==> src/rtl/rename_pkg.sv <==
package rename_pkg;

   // true when v is a nonzero power of two
   function automatic bit is_pow2(input int v);
      return (v > 0) && ((v & (v - 1)) == 0);
   endfunction

   // index width that stays at least one bit wide
   function automatic int idx_width(input int n);
      return (n > 1) ? $clog2(n) : 1;
   endfunction

endpackage

==> src/rtl/rename_free_fifo.sv <==
module rename_free_fifo
   import rename_pkg::*;
#(
   parameter int DEPTH      = 64,
   parameter int TW         = 6,
   parameter int POPS       = 4,
   parameter int INIT_BASE  = 32,
   parameter int INIT_COUNT = 32,
   localparam int PTRW      = $clog2(DEPTH),
   localparam int CW        = $clog2(DEPTH + 1),
   localparam int NW        = $clog2(POPS + 1),
   localparam int PEEKN     = 2 ** idx_width(POPS)
) (
   input  logic                     clk,
   input  logic                     rst_n,
   input  logic [NW-1:0]            pop_num,
   input  logic                     push,
   input  logic [TW-1:0]            push_tag,
   output logic [PEEKN-1:0][TW-1:0] peek,
   output logic [CW-1:0]            count
);

   logic [TW-1:0]   mem [DEPTH];
   logic [PTRW-1:0] head;
   logic [PTRW-1:0] tail;

   always_comb begin
      for (int k = 0; k < PEEKN; k++) begin
         peek[k] = mem[head + PTRW'(k)];
      end
   end

   always_ff @(posedge clk or negedge rst_n) begin
      if (!rst_n) begin
         for (int k = 0; k < DEPTH; k++) begin
            mem[k] <= (k < INIT_COUNT) ? TW'(INIT_BASE + k) : '0;
         end
         head  <= '0;
         tail  <= PTRW'(INIT_COUNT);
         count <= CW'(INIT_COUNT);
      end else begin
         head  <= head + PTRW'(pop_num);
         count <= count + CW'(push) - CW'(pop_num);
         if (push) begin
            mem[tail] <= push_tag;
            tail      <= tail + PTRW'(1);
         end
      end
   end

endmodule

==> src/rtl/rename_alias_table.sv <==
module rename_alias_table #(
   parameter int ARCH_REGS = 32,
   parameter int TW        = 6,
   parameter int LANES     = 4,
   localparam int AW       = $clog2(ARCH_REGS)
) (
   input  logic                     clk,
   input  logic                     rst_n,
   input  logic [LANES-1:0][AW-1:0] rd_a,
   input  logic [LANES-1:0][AW-1:0] rd_b,
   input  logic [LANES-1:0][AW-1:0] rd_d,
   output logic [LANES-1:0][TW-1:0] map_a,
   output logic [LANES-1:0][TW-1:0] map_b,
   output logic [LANES-1:0][TW-1:0] map_d,
   input  logic [LANES-1:0]         wr_en,
   input  logic [LANES-1:0][AW-1:0] wr_arch,
   input  logic [LANES-1:0][TW-1:0] wr_tag
);

   logic [TW-1:0] table_q [ARCH_REGS];

   always_comb begin
      for (int i = 0; i < LANES; i++) begin
         map_a[i] = table_q[rd_a[i]];
         map_b[i] = table_q[rd_b[i]];
         map_d[i] = table_q[rd_d[i]];
      end
   end

   // enables arrive merged: at most one lane per register is set
   always_ff @(posedge clk or negedge rst_n) begin
      if (!rst_n) begin
         for (int r = 0; r < ARCH_REGS; r++) begin
            table_q[r] <= TW'(r);
         end
      end else begin
         for (int i = 0; i < LANES; i++) begin
            if (wr_en[i]) begin
               table_q[wr_arch[i]] <= wr_tag[i];
            end
         end
      end
   end

endmodule

==> src/rtl/rename_dep_check.sv <==
module rename_dep_check #(
   parameter int LANES = 4,
   parameter int AW    = 5,
   parameter int TW    = 6
) (
   input  logic [LANES-1:0]         writes,
   input  logic [LANES-1:0][AW-1:0] src_a,
   input  logic [LANES-1:0][AW-1:0] src_b,
   input  logic [LANES-1:0][AW-1:0] dst,
   input  logic [LANES-1:0][TW-1:0] new_tag,
   input  logic [LANES-1:0][TW-1:0] map_a,
   input  logic [LANES-1:0][TW-1:0] map_b,
   input  logic [LANES-1:0][TW-1:0] map_d,
   output logic [LANES-1:0][TW-1:0] phys_a,
   output logic [LANES-1:0][TW-1:0] phys_b,
   output logic [LANES-1:0][TW-1:0] prev_tag,
   output logic [LANES-1:0]         commit_en
);

   if (LANES == 1) begin : g_single
      // no older lane exists: tables pass straight through
      always_comb begin
         phys_a    = map_a;
         phys_b    = map_b;
         prev_tag  = writes[0] ? map_d : '0;
         commit_en = writes;
      end
   end else begin : g_multi
      // ascending scan: a later (closer older) match overrides
      always_comb begin
         for (int i = 0; i < LANES; i++) begin
            phys_a[i]   = map_a[i];
            phys_b[i]   = map_b[i];
            prev_tag[i] = map_d[i];
            for (int j = 0; j < i; j++) begin
               if (writes[j] && (dst[j] == src_a[i])) phys_a[i] = new_tag[j];
               if (writes[j] && (dst[j] == src_b[i])) phys_b[i] = new_tag[j];
               if (writes[j] && (dst[j] == dst[i]))   prev_tag[i] = new_tag[j];
            end
            if (!writes[i]) prev_tag[i] = '0;
         end
      end

      // a writer commits unless a younger lane writes the same register
      always_comb begin
         for (int i = 0; i < LANES; i++) begin
            commit_en[i] = writes[i];
            for (int j = i + 1; j < LANES; j++) begin
               if (writes[j] && (dst[j] == dst[i])) commit_en[i] = 1'b0;
            end
         end
      end
   end

endmodule

==> src/rtl/rename_unit.sv <==
module rename_unit
   import rename_pkg::*;
#(
   parameter int LANES     = 4,
   parameter int ARCH_REGS = 32,
   parameter int PHYS_REGS = 64,
   localparam int AW       = $clog2(ARCH_REGS),
   localparam int TW       = $clog2(PHYS_REGS)
) (
   input  logic                clk,
   input  logic                rst_n,
   input  logic                grp_valid,
   output logic                grp_ready,
   input  logic [LANES-1:0]    grp_lane_vld,
   input  logic [LANES-1:0]    grp_has_dst,
   input  logic [LANES*AW-1:0] grp_src_a,
   input  logic [LANES*AW-1:0] grp_src_b,
   input  logic [LANES*AW-1:0] grp_dst,
   output logic                ren_valid,
   output logic [LANES-1:0]    ren_lane_vld,
   output logic [LANES*TW-1:0] ren_src_a_tag,
   output logic [LANES*TW-1:0] ren_src_b_tag,
   output logic [LANES*TW-1:0] ren_dst_tag,
   output logic [LANES*TW-1:0] ren_prev_tag,
   input  logic                retire_push,
   input  logic [TW-1:0]       retire_tag
);

   localparam int CW    = $clog2(PHYS_REGS + 1);
   localparam int NW    = $clog2(LANES + 1);
   localparam int IW    = idx_width(LANES);
   localparam int PEEKN = 2 ** IW;
   localparam int SPARE = PHYS_REGS - ARCH_REGS;

   if (LANES < 1) begin : g_bad_lanes
      $error("rename_unit: LANES must be at least 1");
   end
   if (!is_pow2(ARCH_REGS) || !is_pow2(PHYS_REGS)) begin : g_bad_pow2
      $error("rename_unit: register counts must be powers of two");
   end
   if (SPARE < LANES) begin : g_bad_spare
      $error("rename_unit: need at least LANES spare physical registers");
   end

   logic [LANES-1:0][AW-1:0] src_a_v, src_b_v, dst_v;
   logic [LANES-1:0][TW-1:0] map_a, map_b, map_d;
   logic [LANES-1:0][TW-1:0] new_tag, phys_a, phys_b, prev_tag;
   logic [LANES-1:0][TW-1:0] dst_out;
   logic [LANES-1:0]         writes, commit_en, rat_we;
   logic [PEEKN-1:0][TW-1:0] peek;
   logic [CW-1:0]            free_cnt;
   logic [NW-1:0]            need, pop_num;
   logic                     fire;

   assign src_a_v = grp_src_a;
   assign src_b_v = grp_src_b;
   assign dst_v   = grp_dst;

   assign writes    = grp_lane_vld & grp_has_dst;
   assign need      = NW'($countones(writes));
   assign grp_ready = (CW'(need) <= free_cnt);
   assign fire      = grp_valid && grp_ready;
   assign pop_num   = fire ? need : '0;
   assign rat_we    = fire ? commit_en : '0;

   // writers take consecutive queue slots in lane order
   always_comb begin
      logic [IW-1:0] slot;
      slot = '0;
      for (int i = 0; i < LANES; i++) begin
         new_tag[i] = peek[slot];
         if (writes[i]) slot = slot + IW'(1);
      end
   end

   always_comb begin
      for (int i = 0; i < LANES; i++) begin
         dst_out[i] = writes[i] ? new_tag[i] : '0;
      end
   end

   rename_free_fifo #(
      .DEPTH      (PHYS_REGS),
      .TW         (TW),
      .POPS       (LANES),
      .INIT_BASE  (ARCH_REGS),
      .INIT_COUNT (SPARE)
   ) u_free (
      .clk      (clk),
      .rst_n    (rst_n),
      .pop_num  (pop_num),
      .push     (retire_push),
      .push_tag (retire_tag),
      .peek     (peek),
      .count    (free_cnt)
   );

   rename_alias_table #(
      .ARCH_REGS (ARCH_REGS),
      .TW        (TW),
      .LANES     (LANES)
   ) u_rat (
      .clk     (clk),
      .rst_n   (rst_n),
      .rd_a    (src_a_v),
      .rd_b    (src_b_v),
      .rd_d    (dst_v),
      .map_a   (map_a),
      .map_b   (map_b),
      .map_d   (map_d),
      .wr_en   (rat_we),
      .wr_arch (dst_v),
      .wr_tag  (new_tag)
   );

   rename_dep_check #(
      .LANES (LANES),
      .AW    (AW),
      .TW    (TW)
   ) u_dep (
      .writes    (writes),
      .src_a     (src_a_v),
      .src_b     (src_b_v),
      .dst       (dst_v),
      .new_tag   (new_tag),
      .map_a     (map_a),
      .map_b     (map_b),
      .map_d     (map_d),
      .phys_a    (phys_a),
      .phys_b    (phys_b),
      .prev_tag  (prev_tag),
      .commit_en (commit_en)
   );

   always_ff @(posedge clk or negedge rst_n) begin
      if (!rst_n) begin
         ren_valid     <= 1'b0;
         ren_lane_vld  <= '0;
         ren_src_a_tag <= '0;
         ren_src_b_tag <= '0;
         ren_dst_tag   <= '0;
         ren_prev_tag  <= '0;
      end else begin
         ren_valid <= fire;
         if (fire) begin
            ren_lane_vld  <= grp_lane_vld;
            ren_src_a_tag <= phys_a;
            ren_src_b_tag <= phys_b;
            ren_dst_tag   <= dst_out;
            ren_prev_tag  <= prev_tag;
         end
      end
   end

endmodule

==> config.mk <==
export PLATFORM = sky130hd
export DESIGN_NAME = rename_unit
export DESIGN_NICKNAME = d
export VERILOG_FILES = /design/src/rtl/rename_pkg.sv /design/src/rtl/rename_free_fifo.sv /design/src/rtl/rename_alias_table.sv /design/src/rtl/rename_dep_check.sv /design/src/rtl/rename_unit.sv
export SDC_FILE = /design/constraint.sdc
export NUM_CORES = 2
export LEC_CHECK = 0
export BUFFER_PORTS_ARGS = -buffer_cell sky130_fd_sc_hd__buf_4
export CORE_ASPECT_RATIO = 1.5
export CORE_UTILIZATION = 38
export CTS_CLUSTER_SIZE = 10
export DETAILED_ROUTE_END_ITERATION = 12
export GPL_TIMING_DRIVEN = 0
export HOLD_SLACK_MARGIN = 0.08
export PLACE_DENSITY = 0.59
export SYNTH_ARGS = -nofsm -noshare
export SYNTH_HDL_FRONTEND = slang
export SYNTH_SLANG_ARGS = --single-unit
==> constraint.sdc <==
create_clock -name clk -period 6.6 [get_ports clk]
set_input_delay 0 -clock clk [delete_from_list [all_inputs] [get_ports clk]]
set_output_delay 0 -clock clk [all_outputs]
set_load 0.05 [all_outputs]
==> impl_metrics.ini, run 1 <==
[cts]
h-tree-depth = 3
cts-buffers-inserted = 87
root_buffer = clkbuf_16
numClockSinks = 696
clockBufferDepth = 3

[floorplan]
start_util_pct = 38.2
die_w_um = 344
ios = 180
fp.dieH_um = 515
num_rows = 188

[grt]
grt_max_degree = 127
overflow = 4753
grt_pass1_wl_um = 1040000
gr-usage-all-layers_pct = 82.7
grt_pass1_vias = 90413

[yosys]
ys_types = 99
synth_enable_flop_cells = 0
synth_top_area_share_pct = 34.6
yosysWarnings = 0
ys_seq_area_share_pct = 26.5
yosysMostFrequentCell = mux4_2
ys_ff_latch = 696
synthArstFlopShare_pct = 100
yosys.area.top_type = mux4_2
synth_commonest_cells = mux4_2 (1025), dfrtp_1 (502), clkbuf_1 (486), nor2_1 (431), nand2_1 (415)
synth.area.top_cells = mux4_2 (35%), dfrtp_1 (19%), dfstp_2 (7.6%)
synth_area_um2 = 66800
ys.flop_type = dfrtp_1
syn_nets = 5735
synthCells = 5628
avgSynthCellArea_um2 = 11.9

[outcome]
lastStage = global routing
firstError = [ERROR GRT-0116] Global routing finished with congestion. Check the congestion regions in the DRC Viewer.
outcome = did not finish

[place]
dp.final_hpwl_um = 442000
port_buffers = 139
dp.cells = 8112
gp_congestion = 1.27
==> kinds of logic after synthesis <==
family                   synth area share (%)
AND/OR/NAND/NOR                          8.90
flip-flops                               26.5
adder cells (fa/ha/maj)                 0.566
XOR/XNOR                                 1.68
buffers and inverters                    5.50
AO/OA/AOI/OAI                            10.3
multiplexers                             46.6
==> layer usage <==
metal	GRT overflow	GRT usage (%)
met2	3061	99.1
met4	1514	84.4
met3	105	69.4
met1	60	80.5
met5	13	34.3
==> per-stage QoR <==
step | area, µm² | TNS [ns] | utilization, % | hold slack, ns | worst slack, ns
after floorplan | 66800 | 0 | - | -0.296 | 0.872
after global placement | 70700 | -2218.29 | 40.4 | 0.219 | -4.76
after detailed placement | 72200 | -684.00 | 41.3 | -0.0549 | -3.53
after CTS | 76400 | 0 | 43.7 | 0.0852 | 0.00940
==> repair_timing <==
| item | CTS |
|---|---|
| setup endpoints to repair | 269 |
| resized for setup | 198 |
| endpoints found under the hold margin | 277 |
| hold buffers | 32 |
| pin swaps | 16 |
| setup buffers | 26 |
==> run 2, diff against run 1 <==
- CORE_ASPECT_RATIO: 1.5 -> not set
- CORE_UTILIZATION: 38 -> 23
- CTS_CLUSTER_SIZE: 10 -> not set
- HOLD_SLACK_MARGIN: 0.08 -> not set
- PLACE_DENSITY: 0.59 -> not set
- PLACE_DENSITY_LB_ADDON: not set -> 0.15
==> impl_metrics.ini, run 2 <==
[critical_path]
cp-start-kind = flip-flop
crit_start = u_free.head[1]
critPathKind = flip-flop to flip-flop
cp-endpoint = u_rat.table_q[122]
arrival_ns = 7.54
r2r-end = u_rat.table_q[122]
reg2reg_depth = 20
end_kind = flip-flop
worstPathMaxFanout = 12
cp.required_ns = 7.28
r2r-start = u_free.head[1]
regToRegSetupSlack_ns = -0.25

[detailed_routing]
routed_via_density = 6.90
num_vias = 68756
wl_um = 602000
top_layer = met5
detail_route.iter0.violations = 12570
ant_nets = 0
drc = 0
wl_met2_um = 226000
drt_pass1_iterations = 9
wl_met3_um = 91900
wl_per_cell_um = 60.4
m1WireLength_um = 248000

[layout]
final_net_count = 6116
layout_common_cells = mux4_2 (1025), dfrtp_1 (501), nor2_1 (422)
largest_register = u_free.mem
largest_registers = u_free.mem: 384 flops, u_rat.table_q: 192 flops
layout_commonest_cell = mux4_2
largest_reg_flops = 384
area_delta_synth_final_pct = 19.1
drive_gt1_share_pct = 41.9
final-instance-count-excl-fill = 9970
fillCellCount = 30003
final_core_util_pct = 27.6

[run]
drv_cap = 46

[yosys]
synth.area.top_cells = mux4_2 (35%), dfrtp_1 (19%), dfstp_2 (7.6%)
ys_types = 99
synth_compound_area_share_pct = 10.3
avgSynthCellArea_um2 = 11.9
yosys.area.top_type = mux4_2
synth_xor_xnor_area_share_pct = 1.68
synth_area_um2 = 66800
ys.flop_type = dfrtp_1
yosysWarnings = 0
synthArstFlopShare_pct = 100
yosys.area_share.simple_pct = 8.90
synthAdderAreaFrac_pct = 0.566
synth_enable_flop_cells = 0
synth_commonest_cells = mux4_2 (1025), dfrtp_1 (502), clkbuf_1 (486), nor2_1 (431), nand2_1 (415)
synth_top_family_by_area = multiplexers
synth_top_area_share_pct = 34.6
syn_nets = 5735
ys_ff_latch = 696
ys_seq_area_share_pct = 26.5
yosysMostFrequentCell = mux4_2
synthMuxAreaShare_pct = 46.6
synthCells = 5628

[place]
dp.cells = 9612
port_buffers = 139
pre_cts_slack_ns = -4.44
gp_congestion = 1.08
dp.final_hpwl_um = 454000

[grt]
grt_pass1_wl_um = 748000
gr-usage-all-layers_pct = 40.1
overflow = 0
grt_pass1_vias = 63074
antenna_found_initial = 142
grt_max_degree = 110

[cts]
clockBufferDepth = 4
h-tree-depth = 3
root_buffer = clkbuf_16
cts-buffers-inserted = 102
numClockSinks = 696
clock_latency_ns = 0.89
cts_tree = built
clk_pin_slew_ns = 0.06

[floorplan]
die_w_um = 541
dieArea_um2 = 292000
fp.dieH_um = 541
core_area_um2 = 288000
num_rows = 197
start_util_pct = 23.1
ios = 180

[sta]
finalHoldViolations = 0
holdWs_ns = 0.0378
max_freq_mhz = 146
slew_viol_final = 437
period_minus_slack_ns = 6.85
skew_ns = 0.0804
slew_headroom_pct = -15.4
setup_viol = 67
post-route-period-util_pct = 104
worstMarginPinSlew_ns = 1.73
setup_ws_ns = -0.255

[pwr]
finalPower_mw = 56.4
p_leak_nw = 29.0
power_density_nw_per_um2 = 710
irDropWorstVdd_v = 0.000388

[min_path]
min_from = grp_src_b[7]
hold_class = input port to flip-flop

[outcome]
violations = capacitance limit, slew limit, setup timing
outcome = finished with violations
run 2: cell counts after synthesis:
No cell type changed its count.
run 2: what timing repair did:
item / in CTS / in global routing
pin swaps: 16 / 7
gates cloned: 0 / 0
setup endpoints to repair: 268 / 160
gates resized for setup: 207 / 27
hold buffers: 37 / 0
buffers inserted: 30 / 2
endpoints found under the hold margin: 383 / 0
run 2: area by class of cell:
| class | instances | area [µm²] | share of cell area [%] |
|---|---|---|---|
| clock inverter | 34 | 454 | 0.571 |
| antenna | 103 | 258 | 0.324 |
| sequential | 696 | 17700 | 22.2 |
| multi-input combinational | 4113 | 46400 | 58.3 |
| tap | 3781 | 4730 | 5.95 |
| inverter | 43 | 173 | 0.217 |
| buffer | 772 | 4050 | 5.09 |
| clock buffer | 147 | 2940 | 3.70 |
| timing repair buffer | 281 | 2850 | 3.59 |
run 2: how the worst min path moves through the flow:
stage	end	slack, ns	depth (start not counted)
after CTS	ren_src_b_tag[6]	0.002	6
final	ren_src_b_tag[6]	0.04	6
after floorplan	ren_dst_tag[0]	-0.30	0
after global routing	ren_src_b_tag[6]	0.07	6
after detailed placement	u_free.mem[246]	0.1	2
after global placement	ren_lane_vld[0]	0.22	3
run 2: cells by family (layout without fill, tap and decap cells):
kind of cell,after synthesis,after routing
AOI/OAI and AO/OA,934,934
xor gates and xnor gates,123,123
adders and majority gates,29,29
buffers and inverters,819,1277
DFF,696,696
muxes,1749,1749
other,0,103
and+or+nand+nor,1278,1278
run 2: critical path, cell delays in order (launching register included):
cell	delay (ns)
dfrtp_2	0.44
buf_8	0.23
buf_12	0.22
buf_12	0.22
buf_8	0.25
inv_1	0.16
buf_4	0.28
ha_1	0.45
buf_4	0.38
clkbuf_4	0.50
buf_4	0.50
mux2i_1	0.97
mux2i_1	0.29
o32a_1	0.36
nor2_1	0.16
o2bb2ai_1	0.18
o221ai_4	0.27
buf_4	0.25
buf_6	0.23
nor2_1	0.14
a211oi_1	0.07
run 2: per-stage QoR:
| stage | area (µm²) | TNS (ns) |
|---|---|---|
| after global placement | 72500 | -2882.96 |
| after CTS | 79000 | -0.00181 |
| after global routing | 79300 | -0.0141 |
| after floorplan | 66800 | 0 |
| final | 79500 | -5.83 |
| after detailed placement | 74000 | -736.61 |
run 2: report_power, final:
part	switching, mW	internal, mW	leakage, nW
Clock	2.48	3.43	1.66
Combinational	29.5	11.9	18.6
Sequential	2.87	6.20	8.65
Total	34.9	21.5	29.0
run 2: routing by layer:
metal,global-route usage (%),vias up
li1,-,23477
met1,53.6,37251
met2,51.2,6625
met3,21.4,1373
met4,19.8,30
met5,0.427,-
No activity file was read; power rests on OpenSTA's default activity.
